### config.mk
export PLATFORM = sky130hd
export DESIGN_NAME = mbar_order_track
export DESIGN_NICKNAME = d
export VERILOG_FILES = /design/src/rtl/mbt_pkg.sv /design/src/rtl/mbt_bar_slot.sv /design/src/rtl/mbt_flag_tbl.sv /design/src/rtl/mbt_decide.sv /design/src/rtl/mbar_order_track.sv
export SDC_FILE = /design/constraint.sdc
export NUM_CORES = 1
export LEC_CHECK = 0
export BUFFER_PORTS_ARGS = -buffer_cell sky130_fd_sc_hd__buf_2
export CAP_MARGIN = 20
export CORE_MARGIN = 1.5
export CORE_UTILIZATION = 30
export DETAILED_ROUTE_END_ITERATION = 8
export GPL_ROUTABILITY_DRIVEN = 0
export SYNTH_ARGS = -nofsm -noshare
export SYNTH_HDL_FRONTEND = slang
export SYNTH_SLANG_ARGS = --single-unit
### constraint.sdc
create_clock -name clk -period 4.6 [get_ports clk]
set_input_delay 0.46 -clock clk [delete_from_list [all_inputs] [get_ports clk]]
set_output_delay 0.46 -clock clk [all_outputs]
set_load 0.005 [all_outputs]
### src/rtl/mbt_pkg.sv
package mbt_pkg;
   typedef enum logic [1:0] {
      HK_NONE  = 2'd0,
      HK_OTHER = 2'd1,
      HK_REF   = 2'd2,
      HK_BAR   = 2'd3
   } head_kind_e;

   function automatic int unsigned idx_w(input int unsigned n);
      return (n > 1) ? $clog2(n) : 1;
   endfunction
endpackage

### src/rtl/mbt_bar_slot.sv
module mbt_bar_slot #(
   parameter int unsigned SEQ_W = 32
) (
   input  logic             clk,
   input  logic             rst_n,
   input  logic             iss,
   input  logic [SEQ_W-1:0] iss_seq,
   input  logic             done,
   input  logic [SEQ_W-1:0] done_seq,
   output logic [SEQ_W-1:0] last
);
   logic [SEQ_W-1:0] last_q, after_iss, last_d;

   always_comb begin
      after_iss = iss ? iss_seq : last_q;
      last_d    = after_iss;
      if (done && (done_seq == after_iss)) last_d = '0;
   end

   always_ff @(posedge clk) begin
      if (!rst_n) last_q <= '0;
      else        last_q <= last_d;
   end

   assign last = last_q;

   a_r2_bar_recorded: assert property (@(posedge clk) disable iff (!rst_n)
      (iss && !(done && done_seq == iss_seq)) |=> (last == $past(iss_seq)));

   a_r11_stale_done_ignored: assert property (@(posedge clk) disable iff (!rst_n)
      (!iss && done && done_seq != last) |=> $stable(last));

   a_r12_same_cycle_cleared: assert property (@(posedge clk) disable iff (!rst_n)
      (iss && done && done_seq == iss_seq) |=> (last == '0));
endmodule

### src/rtl/mbt_flag_tbl.sv
module mbt_flag_tbl #(
   parameter int unsigned TAGS  = 8,
   parameter int unsigned TAG_W = 3
) (
   input  logic             clk,
   input  logic             rst_n,
   input  logic             push_vld,
   input  logic [TAG_W-1:0] push_tag,
   input  logic             fault_vld,
   input  logic [TAG_W-1:0] fault_tag,
   input  logic [TAG_W-1:0] rd_tag,
   output logic             rd_flag
);
   logic [TAGS-1:0] flag_q;

   for (genvar g = 0; g < TAGS; g++) begin : g_slot
      logic hit_push, hit_fault;
      assign hit_push  = push_vld  && (push_tag  == TAG_W'(g));
      assign hit_fault = fault_vld && (fault_tag == TAG_W'(g));
      always_ff @(posedge clk) begin
         if (!rst_n)         flag_q[g] <= 1'b0;
         else if (hit_push)  flag_q[g] <= 1'b1;
         else if (hit_fault) flag_q[g] <= 1'b0;
      end
   end

   assign rd_flag = (32'(rd_tag) < TAGS) ? flag_q[rd_tag] : 1'b0;

   a_r5_push_sets: assert property (@(posedge clk) disable iff (!rst_n)
      push_vld |=> flag_q[$past(push_tag)]);

   a_r6_fault_clears: assert property (@(posedge clk) disable iff (!rst_n)
      (fault_vld && !(push_vld && push_tag == fault_tag)) |=> !flag_q[$past(fault_tag)]);
endmodule

### src/rtl/mbt_decide.sv
module mbt_decide #(
   parameter int unsigned SEQ_W    = 32,
   parameter bit          EARLY_EN = 1'b1
) (
   input  logic             clk,
   input  logic             rst_n,
   input  logic             cand_vld,
   input  logic             cand_flag,
   input  logic [SEQ_W-1:0] cand_wait,
   input  logic [SEQ_W-1:0] head_seq,
   output logic             early_ok,
   input  logic             cmt_vld,
   input  logic [SEQ_W-1:0] cmt_seq,
   input  logic [SEQ_W-1:0] cmt_bar,
   input  logic             cmt_is_ref,
   input  logic             cmt_is_bar,
   input  logic             cmt_fault,
   input  logic             sb_space,
   output logic             cmt_ok
);
   import mbt_pkg::*;

   head_kind_e kind;
   logic       bar_pending_older;

   if (EARLY_EN) begin : g_early
      assign early_ok = cand_vld && cand_flag && (head_seq > cand_wait);
   end else begin : g_no_early
      logic unused_early;
      assign unused_early = ^{cand_vld, cand_flag, cand_wait, head_seq};
      assign early_ok = 1'b0;
   end

   always_comb begin
      if (!cmt_vld)        kind = HK_NONE;
      else if (cmt_is_bar) kind = HK_BAR;
      else if (cmt_is_ref) kind = HK_REF;
      else                 kind = HK_OTHER;
   end

   assign bar_pending_older = (cmt_bar != '0) && (cmt_bar < cmt_seq);

   always_comb begin
      unique case (kind)
         HK_NONE:  cmt_ok = 1'b0;
         HK_BAR:   cmt_ok = sb_space;
         HK_REF:   cmt_ok = cmt_fault || !bar_pending_older;
         default:  cmt_ok = 1'b1;
      endcase
   end

   a_r7_early_order: assert property (@(posedge clk) disable iff (!rst_n)
      early_ok |-> (cand_vld && cand_flag && head_seq > cand_wait));

   a_r8_ref_held: assert property (@(posedge clk) disable iff (!rst_n)
      (cmt_ok && cmt_is_ref && !cmt_is_bar && !cmt_fault) |-> !(cmt_bar != '0 && cmt_bar < cmt_seq));

   a_r9_bar_needs_space: assert property (@(posedge clk) disable iff (!rst_n)
      (cmt_ok && cmt_is_bar) |-> sb_space);

   a_r10_idle_no_commit: assert property (@(posedge clk) disable iff (!rst_n)
      !cmt_vld |-> !cmt_ok);
endmodule

### src/rtl/mbar_order_track.sv
module mbar_order_track #(
   parameter int unsigned THREADS  = 2,
   parameter int unsigned SEQ_W    = 32,
   parameter int unsigned TAGS     = 8,
   parameter bit          EARLY_EN = 1'b1,
   localparam int unsigned TID_W   = mbt_pkg::idx_w(THREADS),
   localparam int unsigned TAG_W   = mbt_pkg::idx_w(TAGS)
) (
   input  logic             clk,
   input  logic             rst_n,
   input  logic             bar_iss_vld,
   input  logic [TID_W-1:0] bar_iss_tid,
   input  logic [SEQ_W-1:0] bar_iss_seq,
   input  logic             bar_done_vld,
   input  logic [TID_W-1:0] bar_done_tid,
   input  logic [SEQ_W-1:0] bar_done_seq,
   input  logic [TID_W-1:0] ref_tid,
   input  logic [SEQ_W-1:0] ref_sb_wait,
   output logic [SEQ_W-1:0] ref_wait_for,
   input  logic             push_vld,
   input  logic [TAG_W-1:0] push_tag,
   input  logic             fault_vld,
   input  logic [TAG_W-1:0] fault_tag,
   input  logic             cand_vld,
   input  logic [TAG_W-1:0] cand_tag,
   input  logic [SEQ_W-1:0] cand_wait,
   input  logic [SEQ_W-1:0] head_seq,
   output logic             early_ok,
   input  logic             cmt_vld,
   input  logic [TID_W-1:0] cmt_tid,
   input  logic [SEQ_W-1:0] cmt_seq,
   input  logic             cmt_is_ref,
   input  logic             cmt_is_bar,
   input  logic             cmt_fault,
   input  logic             sb_space,
   output logic             cmt_ok
);
   initial begin
      if (THREADS < 1)  $error("THREADS must be at least 1");
      if (SEQ_W < 8)    $error("SEQ_W must be at least 8");
      if (TAGS < 2)     $error("TAGS must be at least 2");
   end

   logic [SEQ_W-1:0] last_bar [THREADS];
   logic [SEQ_W-1:0] stored_ref, bar_for_ref, cmt_bar;
   logic             cand_flag;

   for (genvar t = 0; t < THREADS; t++) begin : g_thr
      mbt_bar_slot #(.SEQ_W(SEQ_W)) u_slot (
         .clk      (clk),
         .rst_n    (rst_n),
         .iss      (bar_iss_vld  && (bar_iss_tid  == TID_W'(t))),
         .iss_seq  (bar_iss_seq),
         .done     (bar_done_vld && (bar_done_tid == TID_W'(t))),
         .done_seq (bar_done_seq),
         .last     (last_bar[t])
      );
   end

   assign stored_ref  = (32'(ref_tid) < THREADS) ? last_bar[ref_tid] : '0;
   assign cmt_bar     = (32'(cmt_tid) < THREADS) ? last_bar[cmt_tid] : '0;
   assign bar_for_ref = (bar_iss_vld && bar_iss_tid == ref_tid) ? bar_iss_seq : stored_ref;
   assign ref_wait_for = (bar_for_ref > ref_sb_wait) ? bar_for_ref : ref_sb_wait;

   mbt_flag_tbl #(.TAGS(TAGS), .TAG_W(TAG_W)) u_flags (
      .clk       (clk),
      .rst_n     (rst_n),
      .push_vld  (push_vld),
      .push_tag  (push_tag),
      .fault_vld (fault_vld),
      .fault_tag (fault_tag),
      .rd_tag    (cand_tag),
      .rd_flag   (cand_flag)
   );

   mbt_decide #(.SEQ_W(SEQ_W), .EARLY_EN(EARLY_EN)) u_decide (
      .clk        (clk),
      .rst_n      (rst_n),
      .cand_vld   (cand_vld),
      .cand_flag  (cand_flag),
      .cand_wait  (cand_wait),
      .head_seq   (head_seq),
      .early_ok   (early_ok),
      .cmt_vld    (cmt_vld),
      .cmt_seq    (cmt_seq),
      .cmt_bar    (cmt_bar),
      .cmt_is_ref (cmt_is_ref),
      .cmt_is_bar (cmt_is_bar),
      .cmt_fault  (cmt_fault),
      .sb_space   (sb_space),
      .cmt_ok     (cmt_ok)
   );

   a_r3_wait_covers_scoreboard: assert property (@(posedge clk) disable iff (!rst_n)
      ref_wait_for >= ref_sb_wait);

   a_r4_forward_same_cycle: assert property (@(posedge clk) disable iff (!rst_n)
      (bar_iss_vld && bar_iss_tid == ref_tid) |-> (ref_wait_for >= bar_iss_seq));
endmodule

==> flow_results.org, run 1 <==
** Global routing
- Number of antenna violations at the first check in global routing :: 1
- Maximum number of pins on one net before global-route repair :: 33
- Total congestion overflow after global routing :: 0
- The number of global-route vias before repair was 7,839.
- The first global-routing pass estimated 44.71 mm of wire.
- Overall global routing resource usage :: 21.70%

** Floorplanning
- The initialized floorplan defines 59 standard-cell rows.
- The die is 165.5 um tall.
- After floorplanning, the core was sized to cover 25,980 um^2.
- Initial core utilization :: 30.49%
- Full die area :: 27,400 um^2
- Die width :: 165.5 um
- Number of placed I/O pins :: 251

** Cells and area
- For this run, the post-layout net count is 1,583.
- Once layout is done, the placed cells without fillers occupy 9894 um^2.
- Compared with the post-synthesis result, the final layout area differs by 24.87%.
- Filler cell count in the final layout :: 2,714
- The post-route netlist has 27.61% of its cells at a drive strength greater than 1.

** Worst setup path
- For the worst setup path, the data arrival time is 3.63 ns.
- The largest single stage delay on the critical path is 0.38 ns.
- The worst register-to-register path has a depth of 7.
- Type of the worst setup path :: primary input to output port
- Total buffers and inverters traversed by the critical path :: 4
- In this run the critical register-to-register path is captured at g_thr[0].u_slot.last[30].
- In this run the critical register-to-register path is launched from g_thr[0].u_slot.last[3].
- Data required time at the worst endpoint :: 4.14 ns
- The largest individual stage delay along the critical path comes from the cell mux2_2.
- STA classifies the critical path endpoint as an output port.
- CP cell instances :: buf_2 > xnor2_1 > nand2_2 > buf_4 > nor2_1 > a21oi_1 > ha_1 > a21oi_1 > a21oi_1 > a211o_1 > a221oi_1 > o211ai_1 > o21ai_2 > buf_4 > mux2_2 > buf_2
- Worst setup path startpoint :: ref_tid
- Nature of the critical path startpoint :: primary input
- Worst path most repeated cell :: a21oi_1
- Of all nets on the critical path, the largest fanout is 20.
- For flop-to-flop paths, the worst setup slack is 1.99 ns.
- On the critical path the largest part of the delay comes from compound AO/OA/AOI/OAI gates.

** Detailed routing
- Number of nets still failing antenna checks after routing :: 0
- Sum of routed wire length over all layers :: 30.26 mm
- Number of iterations in the first detailed-routing pass :: 6
- WL/cell :: 18.78 um
- Summing over every cut layer, the via total after detailed routing is 8,479.
- Using the TritonRoute via totals, the vias-per-cell ratio works out to 5.263.
- For this block, the initial DRC count from the detailed router was 850.
- After detailed routing, the number of remaining DRC violations is 0.

** Logic synthesis
- Top_reg_cell synth :: dfxtp_1
- The cell area that synthesis handed to floorplanning was 7924 um^2.
- By area the synthesized netlist is led by dfxtp_1 18%, ha_1 15%, mux2i_1 8.5%.
- In the synthesized netlist the async set-or-reset flop fraction comes to 0%.
- The synthesized design contains 72 register bits.
- By area, the combinational part of the netlist is dominated by compound AO/OA/AOI/OAI gates.
- Share of synthesized area spent on multiplexers :: 17.42%
- Number of enable flip-flop cells after synthesis :: 0
- Netlist cell types :: 58
- Sequential elements use 18.19% of the synthesized area.
- Ranking of synthesized cells by instance count :: 127 x inv_1, 100 x nand2_1, 97 x a21oi_1, 95 x ha_1, 76 x nor2_1
- Synthesized netlist net count :: 1,341
- Compound-gate portion of the synthesized area :: 18.27%
- Cell taking the most area after synthesis :: dfxtp_1
- After Yosys synthesis, full adders, half adders and majority gates account for 15.00% of the synthesized area.
- Dominant cell by count in the synthesized netlist :: inv_1
- In the synthesized netlist, the number of instances is 1,029.
- The synthesized netlist devotes 5.748% of its cell area to XOR and XNOR gates.
- Yosys printed 0 warnings.
- Top cell type's share of synthesized area :: 18.19%
- Syn Area/Cell :: 7.701 um^2
- Simple-gate share of the synthesized area :: 17.12%

** Placed design
- In this run the tool buffered the top-level ports with 250 buffer cells.
- In this run the cell area measured after placement is 9597 um^2.
- DP Wirelength :: 25.38 mm

** STA
- For the finished layout, the period the worst path requires is 4.093 ns.
- Setup repair after global routing left no endpoint under its margin.
- The final hold violation count came to 0.
- In the final timing run, aggregate negative setup slack is 0 ns.
- Part of the cycle the worst path needs :: 88.98%
- Final slew viol count :: 0
- Setup violations remaining at the end of the flow were counted as 0.
- At the pin with the least slew margin, the transition time is 0.7387 ns.
- Timing would allow up to 244.3 MHz.
- On the final layout, the worst clock skew is 0.007763 ns.
- Tightest hold margin :: 0.4076 ns
- The worst pin sits at a relative slew slack of 49.48%.

** Power and ir drop
- Internal power comes to 1.464 mW.
- Net switching component of the power :: 0.7800 mW
- Switching Share :: 34.76%
- Fraction of power consumed by the clock network :: 31.8%
- Dividing total power by cell area gives a power density of 226.8 nW/um^2.
- Sequential cells account for 31.0% of the total power.
- Overall power consumption :: 2.244 mW
- IR drop worst, VDD :: 0.1298 mV
- Reported leakage power :: 4.938 nW
- Combinational logic burns 37.2% of the power.

** Clocking
- Clk Tree Root Cell :: clkbuf_16
- For the worst-skew pair, the clock arrives at the later sink with an insertion delay of 0.34 ns.
- TritonCTS Sinks :: 72
- The number of gates resized after CTS was 0.
- Once the clock tree was built, the setup fixing pass inserted 0 buffers.
- The number of clock buffers added by TritonCTS is 9.
- Clock input transition at the sequential cells of the worst setup and hold paths :: 0.06 ns
- For this design, the CTS-stage hold fixing added 0 buffers.
- TritonCTS built the clock tree.
- Maximum number of buffers from clock root to sink :: 2
- Clock H-tree levels :: 3

** Worst hold path
- Hold Crit Endpoint :: g_thr[0].u_slot.last[17]
- Hold path depth :: 3
- Start point of the worst hold path :: bar_iss_seq[17]
- Worst hold path class :: primary input to register

** Status
- Result of the run :: complete, no violations

** Job
- Number of max-cap violations :: 0
-- flip-flops by register name (all words and copies together), names as in the netlist --
register / count
u_flags.flag_q: 8
g_thr.u_slot.last: 64
-- worst max-delay path by stage --
stage                             endpoint  cells after the start  slack, ns
after floorplan           ref_wait_for[22]                     13       0.60
after global placement    ref_wait_for[10]                     16       0.54
after detailed placement   ref_wait_for[2]                     16       0.47
after CTS                  ref_wait_for[2]                     16       0.46
after global routing       ref_wait_for[3]                     17       0.25
final                      ref_wait_for[2]                     16       0.51
-- cell usage in the layout (no fill, tap or decap), types with 15 or more instances in the layout --
master,count
nor2b_1,18
mux2_2,59
nor2_1,76
nor4_1,20
xor2_1,29
mux2i_1,67
dfxtp_1,72
nand3_1,15
xnor2_1,23
buf_4,18
ha_1,95
buf_2,250
a21o_1,16
nand2_1,99
nand4_1,19
o21ai_0,31
a21oi_1,97
inv_1,127
-- tightest hold or removal path: stages --
cell and delay (ns):
buf_2 0.13, nand2_1 0.06, a21oi_1 0.05
-- metal layers --
layer / vias to the layer above / track usage, % / wire length (um)
met4: 0 / 6.696 / 781
met5: - / 0 / 0
met1: 3888 / 30.21 / 13540
li1: 4132 / - / -
met2: 416 / 33.86 / 13160
met3: 43 / 3.746 / 2777
-- power groups by stage --
stage / clock (mW) / sequential (mW) / combinational, mW
after floorplan: 0 / 0.689 / 0.495
after global placement: 0 / 0.706 / 0.812
after detailed placement: 0 / 0.707 / 0.824
after CTS: 0.721 / 0.693 / 0.829
after global routing: 0.747 / 0.698 / 0.927
final: 0.713 / 0.695 / 0.836
-- layout make-up --
cell class              count  area [um^2]  share of cell area, %
multi-input cells         792         5853                  59.16
clock inverters             5        56.30                 0.5690
flip-flops and latches     72         1441                  14.57
diodes                      1        2.502                0.02529
inverters                 127        476.7                  4.818
repair buffers            269         1406                  14.21
well taps                 335        419.2                  4.236
clock buffers              10        239.0                  2.415
-- cell families (layout without fill, tap and decap cells) --
group / after synthesis / after routing
and+or+nand+nor: 289 / 289
other: 0 / 1
AOI/OAI and AO/OA: 228 / 228
adders and majority gates: 95 / 95
buffers and inverters: 165 / 411
xor gates and xnor gates: 52 / 52
DFF: 72 / 72
muxes: 128 / 128
-- per-stage QoR --
step	instances	worst slack (ns)	utilization (%)
floorplan	1029	0.6027	-
global placement	1595	0.5407	36.93
detailed placement	1595	0.4727	36.93
CTS	1610	0.4568	38.07
global route	1610	0.2504	38.07
finish	1611	0.5070	38.08
Note: power is estimated with default switching activity, not from simulation.
==> inputs of run 2 (changes only) <==
--- a/config.mk
+++ b/config.mk
@@ -11,6 +11,7 @@
 export CORE_UTILIZATION = 30
 export DETAILED_ROUTE_END_ITERATION = 8
 export GPL_ROUTABILITY_DRIVEN = 0
+export REMOVE_ABC_BUFFERS = 1
 export SYNTH_ARGS = -nofsm -noshare
 export SYNTH_HDL_FRONTEND = slang
 export SYNTH_SLANG_ARGS = --single-unit
==> flow_results.org, run 2 (synthesis gave the netlist of run 1 again) <==
** STA
- Measured against its own limit, the worst slew margin works out to 33.36%.
- Final setup skew :: 0.01152 ns
- Shortest period the worst path allows :: 4.394 ns
- Part of the cycle the worst path needs :: 95.52%
- For this run, the top clock speed supported by timing is 227.6 MHz.
- For the pin with the worst max-slew slack, the measured transition is 0.9996 ns.
- Final hold violation count :: 0
- On the final layout, the worst hold slack is 0.4045 ns.
- Unrepaired setup endpoints after global routing :: false
- Count of endpoints failing setup in the final report :: 0
- Final slew viol count :: 0

** Worst setup path
- Critical path capture point type :: output port
- Reg-to-Reg End :: g_thr[1].u_slot.last[21]
- Traced cell by cell, the critical path runs through buf_2 > buf_4 > mux2i_1 > a21oi_1 > ha_1 > and3_1 > and3_1 > a221oi_1 > o211ai_1 > o21ai_4 > buf_4 > mux2_2 > buf_2.
- The startpoint identified for the worst register-to-register timing path is g_thr[1].u_slot.last[22].
- The worst setup path is launched from a primary input.
- The critical path starts at ref_tid.
- Critical Path End :: ref_wait_for[9]
- Measured in cells, the most critical reg-to-reg path has a length of 7.
- Worst-path fanout max :: 32
- Data on the critical path is required at its endpoint by 4.14 ns.
- Critical Path AT :: 3.93 ns
- Type of the worst setup path :: primary input to output port
- Worst path slowest cell :: buf_4
- FF-to-FF setup slack :: 1.93 ns
- On the worst path, the slowest cell contributes a delay of 0.52 ns.

** Floorplanning
- The initialized floorplan defines 59 standard-cell rows.
- The initial utilization of the core area, before any placement, comes to 30.49%.
- In this run the count of I/O pins placed on the die edge is 251.
- The die covers 27,400 um^2.
- In this run the standard cell core region covers 25,980 um^2.
- Die width :: 165.5 um
- DIE HEIGHT :: 165.5 um

** Placed design
- DP Wirelength :: 24.49 mm
- PortBufs :: 250
- In this run, placement finished with an instance count of 1,599.

** Detailed routing
- In this run, the number of DRC markers left after iteration 0 of detailed routing was 626.
- DR vias/cell :: 5.254
- After detailed routing, the average wire length per cell comes to 18.33 um.
- DR vias :: 8,495
- In this run the remaining antenna-violating nets after routing total 0.
- After detailed routing, the number of remaining DRC violations is 0.
- Sum of routed wire length over all layers :: 29.63 mm
- Number of iterations in the first detailed-routing pass :: 7

** Cells and area
- In the final layout, flip-flops and latches occupy 1441 um^2.
- The final layout contains 1,587 nets.
- Leading cell type in the layout, fill and taps excluded :: buf_2
- Non-filler cells in the finished layout :: 1,617
- Area added between synthesis and finish :: 25.74%
- Filler cell count in the final layout :: 2,778
- Commonest cells after routing, fill and taps aside :: 250 x buf_2, 127 x inv_1, 99 x nand2_1
- Area taken by multi-input logic gates :: 5861 um^2
- Fraction of final layout cells sized beyond drive strength 1 :: 27.89%
- The register with the most flip-flops in the layout has 64 of them.

** Global routing
- Number of antenna violations at the first check in global routing :: 3
- Vias in the first global route :: 7,956
- Entering global routing, the biggest net connects 39 pins.
- In the global route stage, overall resource usage came out at 21.23%.
- The first global-routing pass estimated 43.75 mm of wire.
- Summed over all layers, the global routing overflow is 0.

** Clocking
- Clk Tree Root Cell :: clkbuf_16
- Clock tree synthesis found a total of 72 sinks.
- In this run, post-CTS repair resized a total of 0 instances.
- The number of setup buffers added after CTS is 0.
- After clock tree synthesis, the clock-pin slew on the worst setup and hold paths is 0.06 ns.
- TritonCTS built the clock tree.
- Count of hold-fix buffers inserted at cts :: 0
- Clock H-tree levels :: 3
- Clk Latency, worst-skew pair :: 0.34 ns
- In this run, CTS created clock tree buffers numbering 9.
- Maximum number of buffers from clock root to sink :: 2

** Power and ir drop
- IR drop worst, VDD :: 0.1921 mV
- Total power for the finished layout comes to 2.286 mW.
- Power spread over the standard cell area amounts to 229.4 nW/um^2.
- Reported leakage power :: 4.971 nW

** Worst hold path
- The min-delay analysis places its worst path in the category primary input to register.
- Along the worst hold path, the cell count comes to 3.
- Start point of the worst hold path :: bar_iss_seq[0]

** Status
- Result of the run :: complete, no violations

** Job
- Number of max-cap violations :: 0
run 2: power by group:
part	switching, mW	internal [mW]	total [mW]
logic	0.460	0.387	0.847
registers	0.0399	0.653	0.693
clock network	0.304	0.442	0.746
run 2: metrics by stage:
stage	utilization [%]	worst slack [ns]	TNS [ns]	area, um^2
finish	38.34	0.2061	0	9963
CTS	38.32	0.2294	0	9958
floorplan	-	-0.4252	-24.28	7746
global placement	37.12	0.2817	0	9647
detailed placement	37.12	0.2472	0	9647
global route	38.33	0.01943	0	9961
run 2: cell type report:
type / instances / share of cell area (%)
multi-input cells: 792 / 58.82
inverters: 127 / 4.785
well taps: 335 / 4.207
repair buffers: 273 / 14.54
clock inverters: 6 / 0.7284
flip-flops and latches: 72 / 14.47
clock buffers: 10 / 2.399
diodes: 2 / 0.05023
run 2: how the worst min path moves through the flow:
stage,end,slack [ns]
after floorplan,u_flags.flag_q[2],0.45
after global placement,u_flags.flag_q[4],0.47
after detailed placement,u_flags.flag_q[0],0.47
after CTS,g_thr[1].u_slot.last[28],0.39
after global routing,g_thr[0].u_slot.last[30],0.41
final,g_thr[1].u_slot.last[0],0.40
run 2: metal layers:
layer	routed length [um]	up-vias	track usage, %
met5	12	-	0
met4	857	2	7.752
met3	2961	61	4.520
met2	13260	443	34.07
met1	12540	3847	27.83
li1	-	4142	-
run 2: worst max-delay path, delay by kind of cell:
kind	cells	cell delay [ns]
compound gates	4	0.96
mux	2	0.72
fa+ha+maj	1	0.31
buf+inv	4	1.05
simple gates	2	0.41
==> inputs of run 3 (changes only) <==
--- a/config.mk
+++ b/config.mk
@@ -7,6 +7,7 @@
 export LEC_CHECK = 0
 export BUFFER_PORTS_ARGS = -buffer_cell sky130_fd_sc_hd__buf_2
 export CAP_MARGIN = 20
+export CORE_ASPECT_RATIO = 0.8
 export CORE_MARGIN = 1.5
 export CORE_UTILIZATION = 30
 export DETAILED_ROUTE_END_ITERATION = 8
==> constraint.sdc (replaced) <==
create_clock -name clk -period 3.6 [get_ports clk]
set_input_delay 0.36 -clock clk [delete_from_list [all_inputs] [get_ports clk]]
set_output_delay 0.36 -clock clk [all_outputs]
set_load 0.005 [all_outputs]
==> flow_results.org, run 3 (synthesis gave the netlist of run 1 again) <==
** Cells and area
- Final layout net count :: 1,667
- The library cells used most frequently in the layout, excluding fill and tap cells, are 216 x buf_2, 127 x inv_1, 97 x nand2_1.
- Compared with the post-synthesis result, the final layout area differs by 47.42%.
- Leading cell type in the layout, fill and taps excluded :: buf_2
- After routing the design area is 11,680 um^2.
- Counting the fill cells in the layout gives 2,555.
- Fraction of final layout cells sized beyond drive strength 1 :: 36.64%
- The register with the most flip-flops in the layout has 64 of them.
- Cells fill 45.57% of the core in the end.

** STA
- The number of pins exceeding their max-slew limit in the final report was 0.
- Tightest hold margin :: 0.2967 ns
- Setup violations remaining at the end of the flow were counted as 32.
- The routed design could run at a clock period as short as 3.771 ns.
- Setup slack on the critical path of the routed design comes to -0.1713 ns.
- Derived from the worst setup path, the maximum achievable clock frequency is 265.2 MHz.
- At the pin with the least slew margin, the transition time is 0.6633 ns.
- Final setup skew :: 0.01351 ns
- The final hold violation count came to 0.
- In this run the tightest slew margin relative to its limit is 55.44%.
- Setup repair after global routing could not meet its margin everywhere.
- The worst path uses 104.8% of the clock period.
- Setup total negative slack on the finished layout was measured at -3.867 ns.

** Clocking
- Counting the buffers created by CTS gives 9.
- Clock tree synthesis selected as its root buffer the cell clkbuf_16.
- The clock passes through at most 2 buffers.
- TritonCTS built the clock tree.
- In this run the number of H-tree levels came out at 3.
- Clock input transition at the sequential cells of the worst setup and hold paths :: 0.07 ns
- TritonCTS Sinks :: 72
- Clk Latency, worst-skew pair :: 0.35 ns

** Detailed routing
- DR vias/cell :: 5.318
- The routed layout has 9,126 vias.
- For this block, the initial DRC count from the detailed router was 838.
- Number of nets still failing antenna checks after routing :: 0
- The first detailed-routing pass took 5 iterations.
- Remaining routing DRC violations :: 0
- For this block, the routed nets add up to 34.36 mm of wire.
- In the final routed layout, each cell accounts on average for 20.02 um.

** Floorplanning
- Full die area :: 27,400 um^2
- For this configuration, the core starts out at a cell density of 30.91%.
- Area inside the core boundary :: 25,630 um^2
- Number of placed I/O pins :: 251
- Number of rows created at floorplan :: 52
- DIE HEIGHT :: 148.4 um
- The die is 184.7 um wide.

** Global routing
- Vias in the first global route :: 8,620
- Overall global routing resource usage :: 23.57%
- The first global-routing pass estimated 48.56 mm of wire.
- For this run the aggregate overflow at the end of global routing stands at 0.
- Number of antenna violations at the first check in global routing :: 8
- Entering global routing, the biggest net connects 28 pins.

** Worst setup path
- Stage delay of the slowest cell on the critical path :: 0.32 ns
- Traced cell by cell, the critical path runs through buf_12 > xnor2_4 > nand2_4 > buf_6 > buf_16 > a21oi_4 > ha_4 > nand3_4 > nor2_4 > a211o_1 > a221oi_2 > buf_4 > o211ai_1 > o21ai_4 > buf_4 > clkbuf_16 > mux2_4 > buf_6.
- Critical path capture point type :: output port
- Critical Path AT :: 3.41 ns
- Across all register-to-register paths, the minimum setup slack is 0.90 ns.
- Type of the worst setup path :: primary input to output port
- Worst path slowest cell :: a211o_1
- Nature of the critical path startpoint :: primary input
- For the worst setup path, the data required time is 3.24 ns.
- Worst-path fanout max :: 6

** Placed design
- Area post-placement :: 10,130 um^2
- Detailed placement ended at an HPWL of 26.50 mm.
- PortBufs :: 250

** Status
- Result of the run :: finished, violations left
- Violated checks :: negative setup slack

** Worst hold path
- Worst hold path class :: primary input to register

** Power and ir drop
- Dividing total power by cell area gives a power density of 294.6 nW/um^2.
- Summed over all cells, the static leakage comes to 5.745 nW.
- IR drop worst, VDD :: 0.1997 mV

** Job
- Max-cap violations in this run came to 0.
==> run 3: cell types whose count changed in the layout (fill, tap and decap cells not counted), moves of 8 or more <==
cell / change
buf_4: +57
buf_2: -34
buf_6: +32
mux2_2: -31
mux2_4: +31
a21oi_1: -25
a21oi_2: +16
nor2_1: -15
buf_12: +14
a21oi_4: +9
ha_1: -9
nor2_4: +9
ha_4: +8
==> run 3: cell type report <==
class                           instances  area, um^2  area share (%)
Sequential cell                        72        1443           12.35
Clock buffer                            9       225.2           1.928
Antenna cell                            6       15.01          0.1285
Inverter                              127       476.7           4.081
Multi-Input combinational cell        792        6407           54.85
Tap cell                              351       439.2           3.760
Clock inverter                          6       92.59          0.7926
Timing Repair Buffer                  353        2582           22.11
==> run 3: path summary, 6_finish.rpt <==
kind	to	start	depth (start not counted)
worst max-delay path	ref_wait_for[31]	ref_tid	18
worst min-delay path	g_thr[1].u_slot.last[0]	bar_iss_seq[0]	3
worst max register to register	g_thr[0].u_slot.last[10]	g_thr[0].u_slot.last[3]	8
worst min register to register	u_flags.flag_q[5]	u_flags.flag_q[5]	2
==> run 3: timing repair <==
item,in CTS,in global routing
hold buffers,0,0
endpoints found under the setup margin,32,33
setup buffers,10,9
hold endpoints to repair,0,0
pin swaps,4,19
resized for setup,123,53
cloned,6,4
==> run 3: critical path, delay by kind of cell <==
| kind | cells | cell delay [ns] |
|---|---|---|
| buf+inv | 7 | 1.07 |
| compound gates | 5 | 1.00 |
| xor+xnor | 1 | 0.17 |
| fa+ha+maj | 1 | 0.24 |
| simple gates | 3 | 0.25 |
| mux | 1 | 0.31 |
==> run 3: per-layer routing <==
| metal | global-route usage (%) | part of all wire [%] | vias up |
|---|---|---|---|
| met5 | 0 | 0.073 | - |
| met4 | 9.512 | 3.7 | 4 |
| met3 | 6.660 | 11 | 75 |
| met2 | 35.23 | 41 | 557 |
| met1 | 31.81 | 43 | 4173 |
| li1 | - | - | 4317 |
==> run 3: stage by stage <==
step                      power, mW  instances  setup slack [ns]
after detailed placement      2.066       1669           -0.1487
after floorplan               1.489        991            -1.325
after CTS                     3.306       1700           -0.1164
after global placement        2.051       1669          -0.07127
final                         3.442       1716           -0.1713
after global routing          3.595       1713           -0.2504
==> run 3: report_power, final <==
part / total, mW / switching, mW / internal, mW
logic: 1.56 / 0.758 / 0.806
clock network: 0.998 / 0.389 / 0.609
registers: 0.880 / 0.0462 / 0.834
total: 3.44 / 1.19 / 2.25
